<file path="src/rtl/dot2_mac.sv">
module dot2_mac #(
  parameter int W = 32
) (
  input  logic         clk,
  input  logic         rst,
  input  logic         in_vld,
  input  logic         a_uns,
  input  logic         b_uns,
  input  logic         b_hi,
  input  logic [W-1:0] op_a,
  input  logic [W-1:0] op_b,
  input  logic [W-1:0] op_c,
  output logic         out_vld,
  output logic [W-1:0] out_res
);
  localparam int HW = W / 2;
  localparam int BW = W / 4;

  logic [HW-1:0] a_lo, a_hi;
  logic [BW-1:0] b_lo, b_hi_byte;
  logic [W-1:0]  ax_lo, ax_hi, bx_lo, bx_hi;
  logic [W-1:0]  p_lo_q, p_hi_q, c_q;
  logic          v1_q, v2_q;
  logic [W-1:0]  res_q;

  assign a_lo      = op_a[HW-1:0];
  assign a_hi      = op_a[W-1:HW];
  assign b_lo      = b_hi ? op_b[HW+BW-1:HW] : op_b[BW-1:0];
  assign b_hi_byte = b_hi ? op_b[W-1:HW+BW]  : op_b[2*BW-1:BW];

  assign ax_lo = {{(W-HW){a_lo[HW-1] & ~a_uns}}, a_lo};
  assign ax_hi = {{(W-HW){a_hi[HW-1] & ~a_uns}}, a_hi};
  assign bx_lo = {{(W-BW){b_lo[BW-1] & ~b_uns}}, b_lo};
  assign bx_hi = {{(W-BW){b_hi_byte[BW-1] & ~b_uns}}, b_hi_byte};

  always_ff @(posedge clk) begin
    if (rst) begin
      v1_q <= 1'b0;
      v2_q <= 1'b0;
    end else begin
      v1_q <= in_vld;
      v2_q <= v1_q;
    end
  end

  always_ff @(posedge clk) begin
    p_lo_q <= ax_lo * bx_lo;
    p_hi_q <= ax_hi * bx_hi;
    c_q    <= op_c;
    res_q  <= c_q + p_lo_q + p_hi_q;
  end

  assign out_vld = v2_q;
  assign out_res = res_q;
endmodule

</file>
<file path="config.mk">
export PLATFORM = sky130hd
export DESIGN_NAME = dot2_mac
export DESIGN_NICKNAME = d
export VERILOG_FILES = /design/src/rtl/dot2_mac.sv
export SDC_FILE = /design/constraint.sdc
export NUM_CORES = 1
export LEC_CHECK = 0
export ABC_AREA = 0
export BUFFER_PORTS_ARGS = -buffer_cell sky130_fd_sc_hd__clkbuf_2
export CORE_ASPECT_RATIO = 0.8
export CORE_UTILIZATION = 55
export CTS_BUF_LIST = sky130_fd_sc_hd__clkbuf_8
export CTS_CLUSTER_DIAMETER = 80
export DETAILED_ROUTE_END_ITERATION = 12
export MAX_ROUTING_LAYER = met4
export PLACE_DENSITY = 0.77
export SLEW_MARGIN = 15
export SYNTH_ARGS = -nofsm -noshare
export SYNTH_HDL_FRONTEND = slang
export SYNTH_SLANG_ARGS = --single-unit
</file>
<file path="constraint.sdc">
create_clock -name clk -period 6.2 [get_ports clk]
set_input_delay 0.62 -clock clk [delete_from_list [all_inputs] [get_ports clk]]
set_output_delay 0.62 -clock clk [all_outputs]
set_load 0.01 [all_outputs]
</file>
Yosys cells after proc, flatten, opt, wreduce, memory -nomap -nowiden
Index checks and enable logic that the tools add are counted.
- $add $sub $neg: 2
- $mul: 2
- mux-type cells: 2
- bitwise logic cells: 6
- operators with widths (cell ; number):
    $add A32 B32 Y32 ; 2
    $mul A17 B9 Y26 ; 2
    $mux W8 ; 2
    $and A1 B1 Y1 ; 4
    $not A1 Y1 ; 2
- register bits after elaboration: 118
- input bits: 102
- output and inout port bits: 33
- word-level logic and storage cells: 18

Longest topological paths before layout
Gate-level depths: netlist of run 1.
- depth in word-level cells: 3
- gate-level depth with buffers: 24
- depth with buffers taken out: 21

Worst setup path after synthesis of run 1
Ideal clock, no wire load.
- kind: in2reg
- start point: input port b_hi
- end point: register, netlist name p_lo_q[25]
- library setup time: 0.128 ns
- data arrival time: 6.212 ns
- data required time: 6.072 ns
- setup slack: -0.140 ns
- stages on the path: 22
- buffers on the path: 3
- path through: buf_2 -> buf_1 -> mux2i_1 -> clkbuf_1 -> nand2b_1 -> fa_1 -> fa_1 -> inv_1 -> fa_1 -> fa_1 -> inv_1 -> fa_1 -> inv_1 -> ha_1 -> o21a_1 -> o31a_1 -> o21ai_1 -> a21oi_1 -> o221ai_1 -> a31oi_1 -> mux2i_1 -> nand4_1
- word-level cells in the longest chain between the ends: 3
- ends and longest elaborated chain (element ; line ; RTL):
    start, declared ; 9 ; input logic b_hi,
    $mux W8 * ; 28 ; assign b_lo = b_hi ? op_b[HW+BW-1:HW] : op_b[BW-1:0];
    $and A1 B1 Y1 ; 33 ; assign bx_lo = {{(W-BW){b_lo[BW-1] & ~b_uns}}, b_lo};
    $mul A17 B9 Y26 * ; 47 ; p_lo_q <= ax_lo * bx_lo;
Every way passes the cells marked *; elsewhere a longest branch is shown, timed or not.
A chain may end at the register's enable or synchronous reset.

Final worst setup path of run 1
- start point: input port b_hi
- end point: register p_lo_q[24]
- word-level cells in the longest chain between the ends: 3
- ends and longest elaborated chain (element ; line ; RTL):
    $mux W8 * ; 28 ;
    $and A1 B1 Y1 ; 33 ;
    $mul A17 B9 Y26 * ; 47 ;
    end signal, assigned ; 47 ;
    end, declared ; 22 ; logic [W-1:0] p_lo_q, p_hi_q, c_q;
Marked as above.

==> summary.txt, run 1 <==
CTS
  – Root Driver: clkbuf_8
  – CTS H-tree depth: 4
  – Clock slew at reported path FFs: 70 ps
  – Post-CTS setup buffers: 0
  – CTS tree: built
  – CTS Hold Bufs: 0
  – Clock latency on the worst-skew pair: 440 ps
  – CTS resizes: 0
  – Clk buf depth: 2
  – Cts bufs inserted: 17
  – Clock sinks: 118

Finish
  – Layout cells sized above 1: between 10% and 20%
  – # fillers: 2,254
  – Most common cell after layout, fill and taps aside: fa_1
  – Final Net Count: 2,214
  – Antenna Diode Count: 0
  – Most frequent cells in the layout: fa_1, inv_1, nand2_1, ha_1, clkbuf_2
  – Area grow syn2layout: 10.2%

Setup path
  – Critical path type: primary input to register
  – Crit path DAT: 6060 ps
  – Reg2reg setup slack: roughly 3000 ps
  – FF-to-FF path depth: 12
  – Crit Reg-Reg Endpoint: out_res[23]
  – CP Launch Type: primary input
  – WP data required: approximately 6500 ps
  – Worst Setup End Kind: register
  – Cell Chain, Critical Path: clkbuf_2, mux2i_1, or3_1, fa_1, fa_1, inv_1, fa_1, fa_1, inv_1, fa_1, inv_1, ha_1, o21ai_0, o21bai_1, o211ai_1, a311oi_1, nor3_1, o31ai_1, a21oi_1, xnor2_1
  – CP max-delay cell: mux2i_1
  – R2r startpoint: p_lo_q[1]
  – CP most frequent cell: fa_1
  – Critical path peak fanout: 10
  – CP max stage delay: 550 ps

STA
  – Fmax: ~170 MHz
  – Tightest Pin Transition: 631 ps
  – RSZ-0062 raised after global routing: false
  – Skew final: 10.5 ps
  – Crit path time final: approximately 5700 ps
  – Final hold violations: 0
  – # setup viols final: 0
  – Sum Neg Setup Slack: 0 ps
  – Period utilization: 92.3%
  – Slew margin rel.: ~58%
  – Slew Viols, Final: 0

Logic synthesis
  – Cells after Synth: 1,558
  – Total of warnings raised by yosys: 0
  – Syn_nets: 2,083
  – Post-synth EDFFs: 0
  – Synth cell types: between 50 and 60
  – Area leader, netlist: fa_1
  – Sequential fraction of the synthesis area: 15.5%
  – Post-synth top area share: 37.6%
  – Top cells by area, synth: fa_1, dfxtp_1, ha_1, inv_1, nor2b_1
  – Asr flop ratio synth: 0%
  – Synth Cell Area: 15,200 um^2
  – Flops & latches, synth: 118
  – Avg Inst Size Synth: 9.78 um^2
  – Top FF cell, synth: dfxtp_1

Drt
  – Drt first pass iters: 8
  – Routed WL per cell: 16.0 um
  – Via count: 11,000
  – Total Wirelength: 33,100 um
  – # DRC: 0
  – Antenna Violating Nets Remaining: 0
  – Initial DRC count: 775
  – Vias per inst: 5.31

Run status
  – Status: finished clean

Placement
  – Routability Congestion: 0.918
  – IO Port Bufs: between 100 and 150
  – DP HPWL: 28,700 um

Floorplan
  – Core area: approximately 27,000 um^2
  – # rows: 54
  – Starting Density: 56.0%
  – I/O pin count: 135
  – Die Wd: 188 um
  – Die area: about 28,000 um^2
  – Die Y: about 150 um

Min path
  – Worst hold start: op_c[31]
  – Cell depth of the worst min-delay path: 1
  – Hold Path Sink: c_q[31]
  – Min-delay worst type: primary input to register

GRT
  – Vias in the first global route: 11,400
  – Total Routing Usage GR: 26.0%
  – Congestion Overflow GR: 0
  – Pin count of the biggest net entering global routing: 18
  – First-pass GRT wire length: 56,700 um
  – Initial antenna violation count: 0

Flow run
  – Max-cap violation count: 0
-- critical path: cells and delay by family --
family	cells	cell delay, ps
buf+inv	4	450
simple gates	2	340
compound gates	6	1280
fa+ha+maj	6	2680
mux	1	550
xor+xnor	1	130
-- per-layer routing --
layer	GRT usage [%]	share of wire, %
met5	-	0
met2	40.8	45
met4	4.15	0.80
met1	36.7	48
met3	3.73	6.1
-- per-stage QoR --
stage / hold WS [ps] / utilization, % / cells / setup WS, ps / instance area [um^2]
2_1_floorplan: 414 / - / 1558 / 35.7 / 15200
3_3_place_gp: 428 / 60.1 / 2034 / 150 / 16400
3_5_place_dp: 427 / 60.1 / 2034 / 77.6 / 16400
4_1_cts: 247 / 61.6 / 2066 / 555 / 16800
5_1_grt: 247 / 61.6 / 2066 / 204 / 16800
6_report: 277 / 61.6 / 2066 / 478 / 16800
-- layout make-up --
type                       count  area [um^2]  area share (%)
multi-input combinational   1163        11800            70.5
sequential                   118         2360            14.1
inverter                     235          882            5.26
timing repair buffer         154          833            4.96
tap                          364          455            2.71
clock buffer                  18          248            1.48
clock inverter                14          171            1.02
-- worst max path at each step --
stage	from	end	slack, ps	cells past startpoint
after CTS	b_hi	p_hi_q[25]	560	20
after detailed placement	b_hi	p_hi_q[25]	80	20
after global routing	b_hi	p_hi_q[24]	200	19
after global placement	b_hi	p_hi_q[25]	150	21
after floorplan	b_hi	p_lo_q[25]	40	22
final	b_hi	p_lo_q[24]	480	20
-- cell usage after synthesis, types with 3 or more instances --
cell type,number
o21a_1,11
mux2_2,8
a31oi_1,9
o21ai_1,4
buf_1,10
xnor2_1,63
or3_1,9
dfxtp_1,118
clkbuf_1,31
nor3b_1,3
nor4_1,3
nand2b_1,35
nand2_1,137
fa_1,286
o21bai_1,3
nand4_1,7
nand3_1,13
nor2b_1,123
o31ai_1,3
inv_1,235
nor2_1,73
ha_1,137
xor2_1,12
o211ai_1,10
a211oi_1,3
or2_2,6
o31a_1,3
o21ai_0,27
a21oi_2,3
mux2i_1,11
a21oi_1,54
nor3_1,18
and2_1,40
and3_1,6
a21o_1,13
-- kinds of logic after synthesis --
| family | count (synthesis) | share of synthesized area, % |
|---|---|---|
| flops | 118 | 15.5 |
| buf+inv | 277 | 6.83 |
| fa+ha+maj | 423 | 48.8 |
| simple gates | 480 | 16.2 |
| xor+xnor | 75 | 4.31 |
| compound gates | 166 | 7.03 |
| mux | 19 | 1.31 |
-- sequential cells by signal, indices dropped and copies added (netlist names) --
signal / cells
out_vld: 1
out_res: 32
v1_q: 1
p_lo_q: 26
p_hi_q: 26
c_q: 32
Power of run 1 is not shown: default switching activity piles up to over one toggle a cycle in this logic, so the estimate is an artifact.
==> inputs of run 2 (changes only) <==
--- a/config.mk
+++ b/config.mk
@@ -5,7 +5,7 @@
 export SDC_FILE = /design/constraint.sdc
 export NUM_CORES = 1
 export LEC_CHECK = 0
-export ABC_AREA = 0
+export ABC_AREA = 1
 export BUFFER_PORTS_ARGS = -buffer_cell sky130_fd_sc_hd__clkbuf_2
 export CORE_ASPECT_RATIO = 0.8
 export CORE_UTILIZATION = 55
==> summary.txt, run 2 <==
Setup path
  – CP max stage delay: 550 ps
  – Cell Chain, Critical Path: clkbuf_2, inv_2, or2_2, o21ai_2, inv_1, nand2_1, fa_1, fa_1, inv_1, fa_1, fa_1, inv_1, fa_1, inv_1, ha_1, nand2_1, nor2_1, nand2_1, nand3_2, nand3b_1, nand3_1, nand2_1
  – Critical path type: primary input to register
  – Reg2reg setup slack: 3390 ps
  – WP data required: around 6500 ps
  – Critical path peak fanout: 14
  – Crit path DAT: 5820 ps
  – CP most frequent cell: fa_1
  – Worst Setup End Kind: register
  – Crit Reg-Reg Endpoint: out_res[25]
  – R2r startpoint: p_hi_q[0]
  – FF-to-FF path depth: 14
  – CP Launch Type: primary input
  – CP max-delay cell: fa_1

STA
  – Crit path time final: 5480 ps
  – Final setup margin: 721 ps
  – Slew margin rel.: between 50% and 60%
  – Final hold violations: 0
  – Slew Viols, Final: 0
  – Tightest Pin Transition: ~690 ps
  – Sum Neg Setup Slack: 0 ps
  – Fmax: around 180 MHz
  – # setup viols final: 0
  – RSZ-0062 raised after global routing: false
  – Skew final: 18.6 ps
  – Period utilization: 88.4%

Logic synthesis
  – Avg Inst Size Synth: 7.79 um^2
  – Cells after Synth: between 2,000 and 2,500
  – Synth cell count leaders: nand2_1, inv_1, fa_1
  – Flops & latches, synth: ~120
  – Total of warnings raised by yosys: 0
  – Top-count cell post-synth: nand2_1
  – Synth cell types: 35
  – Area leader, netlist: fa_1
  – Synth Cell Area: 16,700 um^2
  – Top cells by area, synth: fa_1, dfxtp_1, nand2_1, ha_1, inv_1
  – Syn_nets: 2,666
  – Asr flop ratio synth: 0%
  – Post-synth EDFFs: 0
  – Post-synth top area share: 34.3%
  – Top FF cell, synth: dfxtp_1
  – Sequential fraction of the synthesis area: between 10 and 15%

Finish
  – Finished Core Util: roughly three fifths
  – Most frequent cells in the layout: nand2_1, inv_1, fa_1
  – Area grow syn2layout: 9.13%
  – Layout cells sized above 1: 10.3%
  – Fin cells: between 2,000 and 3,000
  – Final Net Count: 2,811
  – Most common cell after layout, fill and taps aside: nand2_1

CTS
  – Post-CTS setup buffers: 0
  – Root Driver: clkbuf_8
  – CTS H-tree depth: 4
  – Cts bufs inserted: 17
  – Clock latency on the worst-skew pair: approximately 460 ps
  – CTS tree: built
  – Clock slew at reported path FFs: 100 ps
  – Clock sinks: around 120
  – Clk buf depth: 2
  – CTS resizes: 0
  – CTS Hold Bufs: 0

GRT
  – Initial antenna violation count: 2
  – Vias in the first global route: between 10,000 and 15,000
  – First-pass GRT wire length: 68,200 um
  – Total Routing Usage GR: 29.0%
  – Pin count of the biggest net entering global routing: 17
  – Congestion Overflow GR: 0

Placement
  – IO Port Bufs: ~130
  – Routability Congestion: 0.980
  – DP HPWL: roughly 37,000 um
  – Placed cell count: between 2,000 and 3,000
  – DP Worst Slack: 337 ps

Floorplan
  – I/O pin count: ~140
  – # rows: 56
  – Die Wd: about 200 um
  – Die Y: 158 um
  – Starting Density: 56.4%
  – Core area: 29,600 um^2
  – Die area: 31,000 um^2

Drt
  – Drt first pass iters: 7
  – # DRC: 0
  – Vias per inst: 5.13
  – Antenna Violating Nets Remaining: 0
  – Via count: 13,900
  – Total Wirelength: between 40,000 and 50,000 um
  – Routed WL per cell: roughly 15 um
  – Initial DRC count: 1,112

Run status
  – Status: finished clean

Min path
  – Worst hold start: op_c[0]
  – Hold Path Sink: c_q[0]
  – Min-delay worst type: primary input to register
  – Cell depth of the worst min-delay path: 1

Flow run
  – Max-cap violation count: 0
[run 2: per-stage QoR]
stage | area, um^2 | hold WS (ps)
CTS | 18200 | 226
global route | 18200 | 211
global placement | 17800 | 397
detailed placement | 17800 | 401
floorplan | 16700 | 388
finish | 18200 | 247
[run 2: cell families after synthesis]
kind of cell    Yosys count  synth area share (%)
xor+xnor                 41                  2.15
buf+inv                 477                  11.3
simple gates            985                  24.3
flops                   118                  14.2
fa+ha+maj               423                  44.6
mux                       2                 0.270
compound gates           95                  3.25
[run 2: worst max-delay path, delay by kind of cell]
family	cells	cell delay, ps
AND/OR/NAND/NOR	9	1410
AO/OA/AOI/OAI	1	270
buffers and inverters	6	700
adder cells (fa/ha/maj)	6	2780
[run 2: worst max-delay path by stage]
stage / start / endpoint / slack, ps / cells past startpoint
after floorplan: b_hi / p_lo_q[21] / 1060 / 27
after global placement: b_hi / p_lo_q[20] / 340 / 22
after detailed placement: b_hi / p_lo_q[20] / 340 / 22
after CTS: b_hi / p_lo_q[20] / 820 / 22
after global routing: b_hi / p_lo_q[20] / 430 / 22
final: b_hi / p_lo_q[20] / 720 / 22
[run 2: final cells by class]
type | instances | area (um^2)
multi-input cells | 1546 | 12400
fillers | 2692 | 11400
clock inverters | 15 | 179
clock buffers | 17 | 234
diodes | 2 | 5.00
well taps | 406 | 508
flip-flops and latches | 118 | 2360
inverters | 454 | 1700
repair buffers | 149 | 783
[run 2: layer usage]
metal	track usage, %	part of all wire (%)
met1	40.3	46
met2	44.1	43
met3	5.05	8.7
met4	7.01	1.6
met5	-	0
Power of run 2 is left out for the same reason.
